<file path="src/rtl/irq_hub_pkg.sv">
package irq_hub_pkg;

   localparam int unsigned REG_AW = 4;
   localparam int unsigned REG_DW = 8;

   localparam logic [REG_AW-1:0] A_STAT_BASE = 4'h0;
   localparam logic [REG_AW-1:0] A_MASK_BASE = 4'h4;
   localparam logic [REG_AW-1:0] A_RISE_EN   = 4'h8;
   localparam logic [REG_AW-1:0] A_FALL_EN   = 4'h9;
   localparam logic [REG_AW-1:0] A_CTRL      = 4'hA;

   // control word, bit 2 down to bit 0
   typedef struct packed {
      logic sleep_quiet;
      logic clr_on_wr;
      logic pol_high;
   } ctrl_t;

endpackage

</file>
<file path="src/rtl/irq_src_sync.sv">
module irq_src_sync #(
   parameter int unsigned N         = 32,
   parameter int unsigned GW        = 8,
   parameter int unsigned STAGES    = 2,
   parameter logic [N-GW-1:0] RISE_FIX  = '0,
   parameter logic [N-GW-1:0] FALL_FIX  = '0,
   parameter logic [N-GW-1:0] LEVEL_FIX = '0
) (
   input  logic          clk,
   input  logic          rst_n,
   input  logic [N-1:0]  src_i,
   input  logic [GW-1:0] rise_en_i,
   input  logic [GW-1:0] fall_en_i,
   output logic [N-1:0]  evt_o
);
   localparam int unsigned PROG_LO = N - GW;

   logic [N-1:0] sync_q [STAGES];
   logic [N-1:0] prev_q;
   logic [N-1:0] cur_w;

   always_ff @(posedge clk or negedge rst_n) begin
      if (!rst_n) begin
         for (int k = 0; k < STAGES; k++) sync_q[k] <= '0;
         prev_q <= '0;
      end else begin
         sync_q[0] <= src_i;
         for (int k = 1; k < STAGES; k++) sync_q[k] <= sync_q[k-1];
         prev_q <= sync_q[STAGES-1];
      end
   end

   assign cur_w = sync_q[STAGES-1];

   for (genvar i = 0; i < N; i++) begin : g_det
      if (i >= PROG_LO) begin : g_prog
         assign evt_o[i] = (rise_en_i[i-PROG_LO] &  cur_w[i] & ~prev_q[i])
                         | (fall_en_i[i-PROG_LO] & ~cur_w[i] &  prev_q[i]);
      end else if (LEVEL_FIX[i]) begin : g_level
         assign evt_o[i] = cur_w[i];
      end else begin : g_edge
         assign evt_o[i] = (RISE_FIX[i] &  cur_w[i] & ~prev_q[i])
                         | (FALL_FIX[i] & ~cur_w[i] &  prev_q[i]);
      end
   end


   prog_quiet_chk: assert property (@(posedge clk) disable iff (!rst_n)
      ((rise_en_i | fall_en_i) == '0) |-> (evt_o[N-1 -: GW] == '0));

endmodule

</file>
<file path="src/rtl/irq_status_bank.sv">
module irq_status_bank #(
   parameter int unsigned N = 32
) (
   input  logic         clk,
   input  logic         rst_n,
   input  logic [N-1:0] evt_i,
   input  logic [N-1:0] mask_i,
   input  logic [N-1:0] clr_i,
   output logic [N-1:0] status_o
);
   logic [N-1:0] st_q;
   logic [N-1:0] set_w;

   assign set_w = evt_i & ~mask_i;

   always_ff @(posedge clk or negedge rst_n) begin
      if (!rst_n) st_q <= '0;
      else        st_q <= (st_q & ~clr_i) | set_w;
   end

   assign status_o = st_q;


   masked_no_set_chk: assert property (@(posedge clk) disable iff (!rst_n)
      1'b1 |=> ((st_q & ~$past(st_q) & $past(mask_i)) == '0));


   held_until_clr_chk: assert property (@(posedge clk) disable iff (!rst_n)
      1'b1 |=> (($past(st_q & ~clr_i) & ~st_q) == '0));


   set_wins_chk: assert property (@(posedge clk) disable iff (!rst_n)
      ((evt_i & ~mask_i) != '0) |=> ((st_q & $past(evt_i & ~mask_i)) == $past(evt_i & ~mask_i)));

endmodule

</file>
<file path="src/rtl/irq_host_regs.sv">
module irq_host_regs
   import irq_hub_pkg::*;
#(
   parameter int unsigned GROUPS = 4,
   parameter int unsigned GW     = 8,
   localparam int unsigned N     = GROUPS * GW
) (
   input  logic              clk,
   input  logic              rst_n,
   input  logic              we_i,
   input  logic              re_i,
   input  logic [REG_AW-1:0] addr_i,
   input  logic [REG_DW-1:0] wdata_i,
   input  logic [N-1:0]      status_i,
   output logic [REG_DW-1:0] rdata_o,
   output logic [N-1:0]      mask_o,
   output logic [N-1:0]      clr_o,
   output logic [GW-1:0]     rise_en_o,
   output logic [GW-1:0]     fall_en_o,
   output ctrl_t             ctrl_o
);
   logic [N-1:0]      mask_q;
   logic [GW-1:0]     rise_q;
   logic [GW-1:0]     fall_q;
   ctrl_t             ctrl_q;
   logic [REG_DW-1:0] rdata_q;
   logic [REG_DW-1:0] rd_nxt;

   always_ff @(posedge clk or negedge rst_n) begin
      if (!rst_n) begin
         mask_q <= '0;
         rise_q <= '0;
         fall_q <= '0;
         ctrl_q <= '0;
      end else if (we_i) begin
         for (int g = 0; g < GROUPS; g++) begin
            if (addr_i == A_MASK_BASE + REG_AW'(g)) mask_q[g*GW +: GW] <= wdata_i[GW-1:0];
         end
         if (addr_i == A_RISE_EN) rise_q <= wdata_i[GW-1:0];
         if (addr_i == A_FALL_EN) fall_q <= wdata_i[GW-1:0];
         if (addr_i == A_CTRL)    ctrl_q <= ctrl_t'(wdata_i[2:0]);
      end
   end

   always_comb begin
      rd_nxt = '0;
      for (int g = 0; g < GROUPS; g++) begin
         if (addr_i == A_STAT_BASE + REG_AW'(g)) rd_nxt[GW-1:0] = status_i[g*GW +: GW];
         if (addr_i == A_MASK_BASE + REG_AW'(g)) rd_nxt[GW-1:0] = mask_q[g*GW +: GW];
      end
      if (addr_i == A_RISE_EN) rd_nxt[GW-1:0] = rise_q;
      if (addr_i == A_FALL_EN) rd_nxt[GW-1:0] = fall_q;
      if (addr_i == A_CTRL)    rd_nxt[2:0]    = ctrl_q;
   end

   always_comb begin
      clr_o = '0;
      for (int g = 0; g < GROUPS; g++) begin
         if (addr_i == A_STAT_BASE + REG_AW'(g)) begin
            if (ctrl_q.clr_on_wr && we_i)
               clr_o[g*GW +: GW] = wdata_i[GW-1:0];
            else if (!ctrl_q.clr_on_wr && re_i)
               clr_o[g*GW +: GW] = status_i[g*GW +: GW];
         end
      end
   end

   always_ff @(posedge clk or negedge rst_n) begin
      if (!rst_n)    rdata_q <= '0;
      else if (re_i) rdata_q <= rd_nxt;
   end

   assign rdata_o   = rdata_q;
   assign mask_o    = mask_q;
   assign rise_en_o = rise_q;
   assign fall_en_o = fall_q;
   assign ctrl_o    = ctrl_q;


   read_keeps_in_wr_mode_chk: assert property (@(posedge clk) disable iff (!rst_n)
      (ctrl_q.clr_on_wr && re_i && !we_i) |-> (clr_o == '0));

endmodule

</file>
<file path="src/rtl/irq_hub.sv">
module irq_hub
   import irq_hub_pkg::*;
#(
   parameter int unsigned GROUPS      = 4,
   parameter int unsigned GW          = 8,
   parameter int unsigned SYNC_STAGES = 2,
   parameter logic [(GROUPS-1)*GW-1:0] FIX_RISE  = 24'h80_57_70,
   parameter logic [(GROUPS-1)*GW-1:0] FIX_FALL  = 24'h80_00_7E,
   parameter logic [(GROUPS-1)*GW-1:0] FIX_LEVEL = 24'h07_00_00,
   parameter logic [GROUPS*GW-1:0]     WAKE_ALWAYS   = 32'h0000_000A,
   parameter logic [GROUPS*GW-1:0]     WAKE_UNMASKED = 32'hFFFF_4300
) (
   input  logic                 clk,
   input  logic                 rst_n,
   input  logic [GROUPS*GW-1:0] src_i,
   input  logic                 sleep_i,
   input  logic                 reg_we_i,
   input  logic                 reg_re_i,
   input  logic [REG_AW-1:0]    reg_addr_i,
   input  logic [REG_DW-1:0]    reg_wdata_i,
   output logic [REG_DW-1:0]    reg_rdata_o,
   output logic                 irq_o,
   output logic                 on_req_o
);
   localparam int unsigned N = GROUPS * GW;

   if (GROUPS < 2 || GROUPS > 4) begin : g_bad_groups
      $error("irq_hub: GROUPS must lie in 2..4");
   end
   if (GW < 3 || GW > REG_DW) begin : g_bad_width
      $error("irq_hub: GW must lie in 3..REG_DW");
   end
   if (SYNC_STAGES < 2) begin : g_bad_sync
      $error("irq_hub: SYNC_STAGES must be at least 2");
   end

   logic [N-1:0]  evt_w;
   logic [N-1:0]  mask_w;
   logic [N-1:0]  clr_w;
   logic [N-1:0]  status_w;
   logic [GW-1:0] rise_en_w;
   logic [GW-1:0] fall_en_w;
   ctrl_t         ctrl_w;
   logic          any_st_w;
   logic          line_act_w;
   logic          wake_w;
   logic          irq_q;
   logic          on_q;

   irq_src_sync #(
      .N(N), .GW(GW), .STAGES(SYNC_STAGES),
      .RISE_FIX(FIX_RISE), .FALL_FIX(FIX_FALL), .LEVEL_FIX(FIX_LEVEL)
   ) u_sync (
      .clk(clk), .rst_n(rst_n), .src_i(src_i),
      .rise_en_i(rise_en_w), .fall_en_i(fall_en_w), .evt_o(evt_w)
   );

   irq_status_bank #(.N(N)) u_bank (
      .clk(clk), .rst_n(rst_n), .evt_i(evt_w), .mask_i(mask_w),
      .clr_i(clr_w), .status_o(status_w)
   );

   irq_host_regs #(.GROUPS(GROUPS), .GW(GW)) u_regs (
      .clk(clk), .rst_n(rst_n), .we_i(reg_we_i), .re_i(reg_re_i),
      .addr_i(reg_addr_i), .wdata_i(reg_wdata_i), .status_i(status_w),
      .rdata_o(reg_rdata_o), .mask_o(mask_w), .clr_o(clr_w),
      .rise_en_o(rise_en_w), .fall_en_o(fall_en_w), .ctrl_o(ctrl_w)
   );

   assign any_st_w   = |status_w;
   assign line_act_w = any_st_w & ~(ctrl_w.sleep_quiet & sleep_i);
   assign wake_w     = (|(evt_w & WAKE_ALWAYS))
                     | (|(evt_w & ~mask_w & WAKE_UNMASKED))
                     | line_act_w;

   always_ff @(posedge clk or negedge rst_n) begin
      if (!rst_n) begin
         irq_q <= 1'b1;
         on_q  <= 1'b0;
      end else begin
         irq_q <= ctrl_w.pol_high ? line_act_w : ~line_act_w;
         on_q  <= wake_w;
      end
   end

   assign irq_o    = irq_q;
   assign on_req_o = on_q;


   idle_line_chk: assert property (@(posedge clk) disable iff (!rst_n)
      (!any_st_w) |=> (irq_o == !$past(ctrl_w.pol_high)));


   busy_line_chk: assert property (@(posedge clk) disable iff (!rst_n)
      (any_st_w && !(sleep_i && ctrl_w.sleep_quiet)) |=> (irq_o == $past(ctrl_w.pol_high)));


   sleep_quiet_chk: assert property (@(posedge clk) disable iff (!rst_n)
      (sleep_i && ctrl_w.sleep_quiet) |=> (irq_o == !$past(ctrl_w.pol_high)));


   wake_always_chk: assert property (@(posedge clk) disable iff (!rst_n)
      ((evt_w & WAKE_ALWAYS) != '0) |=> on_req_o);

endmodule

</file>
<file path="config.mk">
export PLATFORM = sky130hd
export DESIGN_NAME = irq_hub
export DESIGN_NICKNAME = d
export VERILOG_FILES = /design/src/rtl/irq_hub_pkg.sv /design/src/rtl/irq_src_sync.sv /design/src/rtl/irq_status_bank.sv /design/src/rtl/irq_host_regs.sv /design/src/rtl/irq_hub.sv
export SDC_FILE = /design/constraint.sdc
export NUM_CORES = 1
export LEC_CHECK = 0
export ABC_CLOCK_PERIOD_IN_PS = 1900
export BUFFER_PORTS_ARGS = -buffer_cell sky130_fd_sc_hd__buf_2
export CAP_MARGIN = 20
export CORE_MARGIN = 4
export CORE_UTILIZATION = 55
export CTS_CLUSTER_SIZE = 14
export DETAILED_ROUTE_END_ITERATION = 8
export PLACE_DENSITY = 0.85
export SLEW_MARGIN = 10
export SYNTH_ARGS = -nofsm -noshare
export SYNTH_HDL_FRONTEND = slang
export SYNTH_HIERARCHICAL = 1
export SYNTH_SLANG_ARGS = --single-unit
</file>
<file path="constraint.sdc">
create_clock -name clk -period 1.9 [get_ports clk]
set_input_delay 0.095 -clock clk [delete_from_list [all_inputs] [get_ports clk]]
set_output_delay 0.095 -clock clk [all_outputs]
set_load 0.01 [all_outputs]
</file>
==> reports/metrics.yaml <==
io_pins: 59
cts_max_level: 4
viasPerCell: 5.874
ys_seq_area_share_pct: 54.60
dp_cells: 858
synth_xor_area_share_pct: 0.6008
post-route-util_pct: 66.90
yosysWarnings: 6
rsz0062_at_grt: "no"
maxCapViolCount: 0
die_height_um: 123.1
area_growth_pct: 17.23
cp.arrival_ns: 1.93
numPortBuffers: 49
synthTopCellsByCount: "dfrtp_1 (158), inv_1 (80), nand2_1 (74)"
required_ns: 2.16
synthSimpleGateAreaFrac_pct: 10.52
dpl.hpwl_um: 12260
synth_cell_types: 53
end_kind: "register"
grt_pass1_vias: 5596
num_rows: 41
drt.antenna.violating_nets: 0
p_per_area_nw_per_um2: 1056
grt_max_degree: 52
grt_pass1_wl_um: 29090
cts-buffers-inserted: 17
clk_latency_ns: 0.43
cts_buffer_depth: 2
synth-edff-count: 0
clkSinkCount: 159
antenna_cells: 0
synthAdderAreaFrac_pct: 0
place.gp.congestion: 1.023
seq_area_um2: 3980
p_leak_nw: 3.952
skew_ns: 0.005885
post-route-min-period_ns: 1.670
synth-compound-area-share_pct: 16.94
detail_route.wl_per_cell_um: 19.86
finalPower_mw: 9.022
slew_viol_final: 0
cp_max_fo: 3
post_cts_resized: 0
clk_pin_slew_ns: 0.07
peakVddDrop_v: 0.0008532
core-area_um2: 12770
syn_inst: 649
drtIter0Drc: 618
muxShareOfSynthArea_pct: 9.887
hold_viol: 0
nNetsFinal: 779
yosysMostFrequentCell: "dfrtp_1"
preCtsSetupSlack_ns: 0.2116
crit_type: "register to register"
layout_setup_ws_ns: 0.2297
post-route-drc-count: 0
setup_viol: 0
cts_hold_buffers: 25
cts-root-buf: "clkbuf_16"
status: "finished, final reports clean"
drt_wl_total_um: 18150
relSlewSlack_pct: 62.33
cp-start-kind: "register"
cts_tree: "yes"
start_util_pct: 57.07
ys_top_cells_by_area: "dfrtp_1 (54%), mux2_2 (8.0%), o22ai_2 (5.5%)"
synthArstFlopShare_pct: 100.0
die_w_um: 123.1
grtUsageTotal_pct: 25.54
multiInputGateArea_um2: 2803
syn_area_per_cell_um2: 11.23
fin_crit_sh_pct: 87.91
synth_top_family_by_area: "compound AO/OA/AOI/OAI gates"
die_area_um2: 15160
ys_seq_elements: 159
tns_ns: 0
yosysTopAreaCellShare_pct: 54.24
postCtsSetupBuffers: 0
fmax_ghz: 0.5987
worst_pin_slew_ns: 0.5508
drive_gt1_share_pct: 28.17
yosys.area.top_type: "dfrtp_1"
synthFlopType: "dfrtp_1"
min_path_type: "input pin to register"
antenna_found_initial: 0
syn_area_um2: 7289
firstDrtPassIters: 6
stdcell_count: 914
num_vias: 5369
fill_cells: 947
grt-ovfl-total: 0
registers in the layout, summed over array words and instances (netlist names):
register / cells
irq_o: 1
on_req_o: 1
u_bank/status_o: 32
u_regs/ctrl_o: 3
u_regs/fall_en_o: 8
u_regs/mask_o: 32
u_regs/rdata_o: 8
u_regs/rise_en_o: 8
u_sync/cur_w: 23
u_sync/prev_q: 20
u_sync/sync_q: 23
kinds of logic after synthesis:
logic type | after synthesis
AOI/OAI and AO/OA | 153
xor gates and xnor gates | 5
buffers and inverters | 119
DFF | 159
muxes | 64
other | 1
and+or+nand+nor | 148
worst paths after layout:
path / to / start / cells past startpoint / slack, ns
max reg2reg: on_req_o / u_regs/rise_en_o[5] / 6 / 0.23
max: on_req_o / u_regs/rise_en_o[5] / 6 / 0.23
min reg2reg: u_sync/cur_w[18] / u_sync/sync_q[50] / 0 / 0.35
max in group asynchronous: u_sync/prev_q[28] / rst_n / 3 / 1.05
min in group asynchronous: u_regs/fall_en_o[3] / rst_n / 2 / 0.17
min: u_regs/rise_en_o[5] / reg_wdata_i[5] / 2 / 0.03
area by class of cell:
class                           count  share of cell area, %
Sequential cell                   159                  46.57
Clock inverter                     13                  1.523
Tap cell                          172                  2.518
Multi-Input combinational cell    379                  32.80
Inverter                           81                  3.558
Clock buffer                       18                  5.139
Timing Repair Buffer               92                  7.892
metal layers:
metal,up-vias,track usage (%),part of all wire [%]
li1,2395,-,-
met4,0,11.70,4.0
met1,2652,32.25,39
met3,62,4.849,7.1
met2,260,42.75,49
met5,-,0,0
worst max-delay path, cell delays in order, from the launching register on:
cell and delay, ns:
dfrtp_1 0.41, nand2_1 0.08, o22ai_1 0.10, nand2b_1 0.11, o2111ai_1 0.11, nor4_1 0.48
nand4_1 0.22
power breakdown:
group | switching, mW | internal [mW] | leakage, nW
Combinational | 0.706 | 0.695 | 1.86
Sequential | 0.479 | 3.85 | 1.81
Clock | 1.44 | 1.86 | 0.277
through the flow:
| step | hold WS (ns) | cell area [um2] |
|---|---|---|
| 6_report | 0.02551 | 8546 |
| 5_1_grt | 0.01446 | 8546 |
| 4_1_cts | 0.01571 | 8546 |
| 3_5_place_dp | 0.05102 | 7726 |
| 3_3_place_gp | 0.04640 | 7726 |
| 2_1_floorplan | -0.2006 | 7320 |
layout by cell type (no fill, tap or decap), types with 4 or more instances in the layout:
cell type        n
dlygate4sd3_1   25
o21ai_0          9
nor4_1           8
mux2i_1          9
nor2b_1         12
o211ai_1         7
clkbuf_16       17
a21oi_1         45
inv_1           80
buf_4           15
o22ai_2         32
a221oi_2         4
a211oi_1         5
a21o_1           7
mux2_2          52
o22ai_1         13
conb_1           9
nand3_1          7
a22oi_1         11
nand2b_1        12
nor2_1          13
buf_2           48
dfrtp_1        158
o2111ai_1        4
nand2_1         74
xor2_1           5
Note: power is estimated with default switching activity, not from simulation.
